--- config.mk ---
export PLATFORM = sky130hd
export DESIGN_NAME = buck_fault_supervisor
export DESIGN_NICKNAME = d
export VERILOG_FILES = /design/src/rtl/rfs_pkg.sv /design/src/rtl/rfs_restart_timer.sv /design/src/rtl/rfs_fault_select.sv /design/src/rtl/rfs_drive_decode.sv /design/src/rtl/buck_fault_supervisor.sv
export SDC_FILE = /design/constraint.sdc
export NUM_CORES = 1
export LEC_CHECK = 0
export ABC_AREA = 1
export BUFFER_PORTS_ARGS = -buffer_cell sky130_fd_sc_hd__clkbuf_2
export CELL_PAD_IN_SITES_DETAIL_PLACEMENT = 2
export CELL_PAD_IN_SITES_GLOBAL_PLACEMENT = 2
export CORE_AREA = 2 2 66 84
export CTS_BUF_LIST = sky130_fd_sc_hd__clkbuf_16
export DETAILED_ROUTE_END_ITERATION = 10
export DIE_AREA = 0 0 68 86
export PLACE_DENSITY_LB_ADDON = 0.1
export SYNTH_ARGS = -nofsm -noshare
export SYNTH_HDL_FRONTEND = slang
export SYNTH_SLANG_ARGS = --single-unit
--- constraint.sdc ---
create_clock -name clk -period 1.51 [get_ports clk]
set_input_delay 0.2265 -clock clk [delete_from_list [all_inputs] [get_ports clk]]
set_output_delay 0.2265 -clock clk [all_outputs]
set_load 0.05 [all_outputs]
--- src/rtl/rfs_pkg.sv ---
package rfs_pkg;

    typedef enum logic [2:0] {
        ST_POR       = 3'd0,
        ST_LOCK      = 3'd1,
        ST_IDLE      = 3'd2,
        ST_RUN       = 3'd3,
        ST_WAIT_TMR  = 3'd4,
        ST_WAIT_COOL = 3'd5,
        ST_LATCH     = 3'd6
    } sup_state_e;

    typedef enum logic [1:0] {
        FLT_NONE = 2'd0,
        FLT_UV   = 2'd1,
        FLT_OV   = 2'd2,
        FLT_OT   = 2'd3
    } run_fault_e;

    typedef struct packed {
        logic low_gate;
        logic high_gate;
        logic discharge;
        logic ref_clr;
    } drive_t;

endpackage

--- src/rtl/rfs_restart_timer.sv ---
module rfs_restart_timer #(
    parameter int CYCLES = 700000
) (
    input  logic clk,
    input  logic rst_n,
    input  logic run,
    output logic done
);
    localparam int W = $clog2(CYCLES + 1);
    localparam logic [W-1:0] LAST = W'(CYCLES - 1);

    logic [W-1:0] cnt_d, cnt_q;

    always_comb begin
        cnt_d = '0;
        if (run) cnt_d = cnt_q + 1'b1;
    end

    always_ff @(posedge clk or negedge rst_n) begin
        if (!rst_n) cnt_q <= '0;
        else        cnt_q <= cnt_d;
    end

    assign done = run && (cnt_q == LAST);
endmodule

--- src/rtl/rfs_fault_select.sv ---
module rfs_fault_select
    import rfs_pkg::*;
(
    input  logic       uv,
    input  logic       ov,
    input  logic       ot,
    output run_fault_e code
);
    always_comb begin
        if (ot)      code = FLT_OT;
        else if (ov) code = FLT_OV;
        else if (uv) code = FLT_UV;
        else         code = FLT_NONE;
    end
endmodule

--- src/rtl/rfs_drive_decode.sv ---
module rfs_drive_decode
    import rfs_pkg::*;
(
    input  sup_state_e state,
    input  logic       ov_kind,
    output drive_t     drv
);
    always_comb begin
        drv = '{low_gate: 1'b0, high_gate: 1'b0, discharge: 1'b1, ref_clr: 1'b1};
        if (state == ST_RUN) begin
            drv = '{low_gate: 1'b1, high_gate: 1'b1, discharge: 1'b0, ref_clr: 1'b0};
        end else if (ov_kind && (state == ST_WAIT_TMR || state == ST_LATCH)) begin
            drv.low_gate = 1'b1;
        end
    end
endmodule

--- src/rtl/buck_fault_supervisor.sv ---
module buck_fault_supervisor
    import rfs_pkg::*;
#(
    parameter int RESTART_CYCLES = 700000,
    parameter int RESTART_LIMIT  = 4
) (
    input  logic clk,
    input  logic rst_n,
    input  logic enable,
    input  logic uv_flag,
    input  logic ov_flag,
    input  logic ot_flag,
    input  logic cool_flag,
    input  logic supply_low,
    input  logic por_flag,
    output logic low_gate_en,
    output logic high_gate_en,
    output logic discharge_en,
    output logic ref_clear,
    output logic softstart_req
);
    localparam int RW = $clog2(RESTART_LIMIT + 1);
    localparam logic [RW-1:0] LIMIT = RW'(RESTART_LIMIT);

    typedef struct packed {
        sup_state_e    state;
        logic [RW-1:0] restarts;
        logic          ov_kind;
        logic          ss;
    } sup_regs_t;

    sup_regs_t  r_d, r_q;
    run_fault_e fcode;
    logic       tmr_done;
    drive_t     drv;

    rfs_fault_select u_sel (
        .uv   (uv_flag),
        .ov   (ov_flag),
        .ot   (ot_flag),
        .code (fcode)
    );

    rfs_restart_timer #(.CYCLES(RESTART_CYCLES)) u_tmr (
        .clk   (clk),
        .rst_n (rst_n),
        .run   (r_q.state == ST_WAIT_TMR),
        .done  (tmr_done)
    );

    rfs_drive_decode u_dec (
        .state   (r_q.state),
        .ov_kind (r_q.ov_kind),
        .drv     (drv)
    );

    always_comb begin
        r_d    = r_q;
        r_d.ss = 1'b0;
        if (por_flag) begin
            r_d.state    = ST_POR;
            r_d.restarts = '0;
            r_d.ov_kind  = 1'b0;
        end else if (supply_low) begin
            r_d.state = ST_LOCK;
        end else if (!enable) begin
            r_d.state    = ST_IDLE;
            r_d.restarts = '0;
            r_d.ov_kind  = 1'b0;
        end else begin
            unique case (r_q.state)
                ST_POR, ST_LOCK: r_d.state = ST_IDLE;
                ST_IDLE: begin
                    r_d.state = ST_RUN;
                    r_d.ss    = 1'b1;
                end
                ST_RUN: begin
                    if (fcode != FLT_NONE) begin
                        r_d.ov_kind = (fcode == FLT_OV);
                        if (r_q.restarts == LIMIT) begin
                            r_d.state = ST_LATCH;
                        end else begin
                            r_d.restarts = r_q.restarts + 1'b1;
                            r_d.state    = (fcode == FLT_OT) ? ST_WAIT_COOL : ST_WAIT_TMR;
                        end
                    end
                end
                ST_WAIT_TMR: begin
                    if (tmr_done) begin
                        r_d.state = ST_RUN;
                        r_d.ss    = 1'b1;
                    end
                end
                ST_WAIT_COOL: begin
                    if (cool_flag) begin
                        r_d.state = ST_RUN;
                        r_d.ss    = 1'b1;
                    end
                end
                default: r_d.state = r_q.state;
            endcase
        end
    end

    always_ff @(posedge clk or negedge rst_n) begin
        if (!rst_n) begin
            r_q <= '{state: ST_IDLE, restarts: '0, ov_kind: 1'b0, ss: 1'b0};
        end else begin
            r_q <= r_d;
        end
    end

    assign low_gate_en   = drv.low_gate;
    assign high_gate_en  = drv.high_gate;
    assign discharge_en  = drv.discharge;
    assign ref_clear     = drv.ref_clr;
    assign softstart_req = r_q.ss;
endmodule

; After elaboration in Yosys (flattened, before gate mapping)
; Cells that the tools add are included.
[word_totals]
in_bits = 9
regBits = 28
[op_classes]
n_mux = 24
eq_ne = 18
n_addsub = 2
n_reduce_logical = 9
[ops]
columns = operator, count
row1 = $mux 7, 3
row2 = $add 20x1->20 const B, 1
row3 = $eq 20x20->1 const B, 1
row4 = $mux 20, 1
row5 = $mux 3, 5
row6 = $ne 5x5->1 const B, 3
row7 = $pmux 3 s5, 1
row8 = $eq 3x3->1 const B, 4
row9 = $mux 1, 8
row10 = $ne 8x1->1 const B, 1
row11 = $reduce_and 4->1, 2
row12 = $eq 3x2->1 const B, 2
row13 = $mux 2, 3
row14 = $ne 3x1->1 const B, 2
row15 = $mux 5, 1
row16 = $eq 2x2->1 const B, 2
row17 = $mux 4, 1
row18 = $add 3x1->3 const B, 1
row19 = $eq 3x1->1 const B, 1
row20 = $logic_not 3->1, 1
row21 = $ne 3x3->1 const B, 1
row22 = $pmux 1 s3, 1
row23 = $reduce_and 3->1, 1
row24 = $logic_and 1x1->1, 2
row25 = 4 further kinds, 4

; Longest topological paths before layout
[logic_depth]
ltp_word = 11
ltp_mapped = 11
depth_no_buf = 11

; Modules after synthesis
; A second synthesis with hierarchy kept.
[hier_totals]
cells_unflattened = 247
hier_area_um2 = 1810.5
[modules_own_cells]
columns = mod, seq_area_each_um2, cells_per_inst, instances, area_each_um2
row1 = rfs_restart_timer, 500.5, 152, 1, 1174.9
row2 = buck_fault_supervisor, 201.4, 83, 1, 579.3
row3 = rfs_drive_decode, 0.0, 7, 1, 37.5
row4 = rfs_fault_select, 0.0, 5, 1, 18.8

; Worst setup path before layout
; No wires, ideal clock.
[synth_timing]
path_kind = reg-to-output
startpoint = reg r_q[5] in the netlist's numbering
endpoint = out low_gate_en
arrival_ns = 1.643
path_buffers = 0
path_stages_with_launch = 4
path_slack_ns = -0.360
required_ns = 1.283
path_cell_list = dfrtp_1 -> inv_2 -> nand2_1 -> o21ai_0
[synth_via]
elab_chain_cells = 5
elab_cells_between_ends = 7
classes_between = eq/ne (3) / mux (2) / reduce/logical (2)
[synth_lines]
columns = element, line_no
row1 = start: declaration, buck_fault_supervisor.sv:32  ; sup_regs_t r_d, r_q;
row2 = start signal: assignment, buck_fault_supervisor.sv:107  ; r_q <= '{state: ST_IDLE, restarts: '0, ov_kind: 1'b0, ss: 1'b0};
row3 = start signal: assignment, buck_fault_supervisor.sv:109  ; r_q <= r_d;
row4 = $eq 3x3->1, rfs_drive_decode.sv:12  ; end else if (ov_kind && (state == ST_WAIT_TMR || state == ST_LATCH)) begin
row5 = $logic_or 1x1->1, rfs_drive_decode.sv:12
row6 = $logic_and 1x1->1, rfs_drive_decode.sv:12
row7 = $mux 1, rfs_drive_decode.sv:12
row8 = $mux 1 *, rfs_drive_decode.sv:10  ; if (state == ST_RUN) begin
row9 = end: declaration, buck_fault_supervisor.sv:16  ; output logic low_gate_en,
; Mark *: on every way between the ends. The rest lies on a longest branch, timed or not.

; Worst setup path in the final report
[layout_timing]
startpoint = reg r_q[6] in the netlist's numbering
endpoint = out high_gate_en
[layout_via]
elab_chain_cells = 2
[layout_lines]
columns = element, line_no
row1 = $eq 3x2->1, rfs_drive_decode.sv:10
row2 = $mux 3, rfs_drive_decode.sv:10
row3 = end: declaration, buck_fault_supervisor.sv:17  ; output logic high_gate_en,
; Every way passes these cells.

==> results.yml <==
outcome:
  status: "finished clean"
power_and_ir_drop:
  p_per_area_nw_per_um2: 758
  vdd_drop_max_v: 0.000327
  p_leak_nw: 0.952
global_route:
  grt_pass1_wl_um: 8250
  grt_util_all_layers: 0.184
  grt_pass1_vias: 1752
  antenna_found_initial: 0
  grt_remaining_overflow: 0
  grt_max_degree: 29
finish:
  layout.cells.non_filler: 318
  fin_nets: 269
  fin_area_um2: 2080
  final_core_util: 0.416
  syn_to_final_growth_pct: 23.6
  nFillCells: 596
  final_common_cell: "nand2_1"
  num_antenna_cells: 0
  drive_gt1_frac: 0.273
  final_cell_mix: "nand2_1 (40), nor2_1 (35), inv_1 (28), dfrtp_1 (25), a21oi_1 (16)"
clocking:
  clkTransAtPathRegs_ps: 70
  numCtsBuffers: 3
  cts-htree-levels: 1
  clock_latency_ps: 260
  cts_root_buf: "clkbuf_16"
  ctsLongestPathBuffers: 2
  clock-sinks: 28
  cts_tree: "built"
placed_design:
  placed_cells: 307
  hpwl_um: 3620
  port_buffers: 13
  routabilityCongestion: 0.791
  placed_area_um2: 1860
timing:
  fin_worst_skew_ps: 2.78
  slew_viol_final: 0
  tns_ps: 0
  post-route-period-util: 0.973
  rsz0062_at_grt: "yes"
  slew_headroom: 0.750
  worst_slew_pin_slew_ps: 375
  whs_ps: 241
  finalSetupViolCount: 0
  fin_crit_ps: 1470
  fmax_mhz: 681
  finalHoldViolCount: 0
routing:
  wl_per_cell_um: 15.4
  viasPerCell: 5.02
  wl_um: 4900
  drt_first_iter_violations: 50
  drt-pass1-iter-count: 4
  dr_total_vias: 1596
  drc: 0
  ant_nets: 0
worst_setup_path:
  path_max_fanout: 7
  critical_path.slowest_cell: "dfstp_2"
  cp_cell_sequence: "nand3_4 -> clkinvlp_4 -> buf_8"
  slowest_delay_ps: 580
  cp-start-kind: "register"
  end_kind: "output port"
  cp.arrival_ps: 1240
  crit_buf_inv: 2
  cp_top_family: "flip-flops"
  critical_path_class: "register to output port"
  required_ps: 1280
floorplan:
  fp.dieH_um: 86
  start_util: 0.336
  die_w_um: 68
  dieArea_um2: 5850
  io_pins: 14
  core.rowCount: 29
  coreArea_um2: 5010
yosys:
  synth_area_leaders: "dfrtp_1 (40%), nand2_1 (10%), nor2_1 (8.5%)"
  syn_nets: 241
  synth_top_area_cell: "dfrtp_1"
  post_synth.cell_area_avg_um2: 7.35
  ys_warn_count: 0
  syn_inst: 229
  synth_seq_cells: 28
  synthesis.area_um2: 1680
  synth_top_area_share: 0.401
  yosysSeqAreaShare: 0.417
  synth.distinct_cells: 28
worst_hold_path:
  hp-class: "primary input to register"
run:
  cap_violations: 0
[Yosys cell counts (all sizes together)]
master / count
a21boi: 1
a21oi: 16
a31oi: 1
buf: 1
clkbuf: 1
dfrtp: 27
dfstp: 1
ha: 3
inv: 37
nand2: 50
nand3: 16
nand3b: 1
nand4: 2
nor2: 42
nor3: 10
nor4: 1
o21ai: 15
or2: 1
xor2: 3
[cell families (layout without fill, tap and decap cells)]
kind of cell,after synthesis,count (layout),synth area share
compound gates,33,33,0.100
xor+xnor,3,3,0.0156
fa+ha+maj,3,3,0.0223
buf+inv,39,66,0.0951
flops,28,28,0.417
simple gates,123,123,0.350
[flip-flops by register name, indices dropped and copies added, names as in the netlist]
register       flops
r_q                7
softstart_req      1
u_tmr.cnt_q       20
[cell type report]
cell class / count / area, um^2 / share of cell area
clock buffer: 3 / 75.1 / 0.0361
clock inverter: 1 / 3.75 / 0.00180
inverter: 37 / 149 / 0.0715
multi-input combinational: 162 / 895 / 0.430
sequential: 28 / 704 / 0.338
tap: 62 / 77.6 / 0.0373
timing repair buffer: 25 / 178 / 0.0853
[layer usage]
layer / routed length [um] / GRT usage / vias up
met5: 0 / 0 / -
met4: 52 / 0.0382 / 0
met3: 87 / 0.0236 / 4
met2: 2780 / 0.356 / 15
met1: 1970 / 0.205 / 800
li1: - / - / 777
[worst paths after layout]
| kind | slack, ps | startpoint | end | cells past startpoint |
|---|---|---|---|---|
| max in group asynchronous | 680 | rst_n | r_q[6] | 3 |
| worst max-delay path | 40 | r_q[6] | high_gate_en | 3 |
| worst min-delay path | 240 | cool_flag | softstart_req | 3 |
| worst max register to register | 90 | u_tmr.cnt_q[11] | u_tmr.cnt_q[17] | 8 |
| min in group asynchronous | 510 | rst_n | u_tmr.cnt_q[9] | 3 |
| worst min register to register | 460 | u_tmr.cnt_q[0] | u_tmr.cnt_q[0] | 1 |
[report_power, final]
part / switching [mW] / leakage (nW) / internal (mW)
clock: 0.270 / 0.0385 / 0.356
combinational: 0.0992 / 0.531 / 0.0566
sequential: 0.0246 / 0.382 / 0.771
total: 0.394 / 0.952 / 1.18
[what timing repair did]
item | CTS | global route
setup endpoints to repair | 11 | 19
gates resized for setup | 7 | 27
setup buffers | 1 | 5
hold endpoints to repair | 27 | 0
pin swaps | 0 | 6
hold buffers | 1 | 0
[through the flow]
step / power, mW / worst slack (ps)
5_1_grt: 1.65 / -84.0
6_report: 1.58 / 40.7
3_3_place_gp: 0.950 / 27.4
3_5_place_dp: 0.958 / 1.50
4_1_cts: 1.60 / 4.74
2_1_floorplan: 0.892 / -14.4
[worst reg2reg max path, delay by kind of cell (launching register included)]
kind / cells / cell delay (ps)
and+or+nand+nor: 6 / 790
DFF: 1 / 410
buffers and inverters: 1 / 90
AOI/OAI and AO/OA: 1 / 80
(Power assumes the default switching activity.)
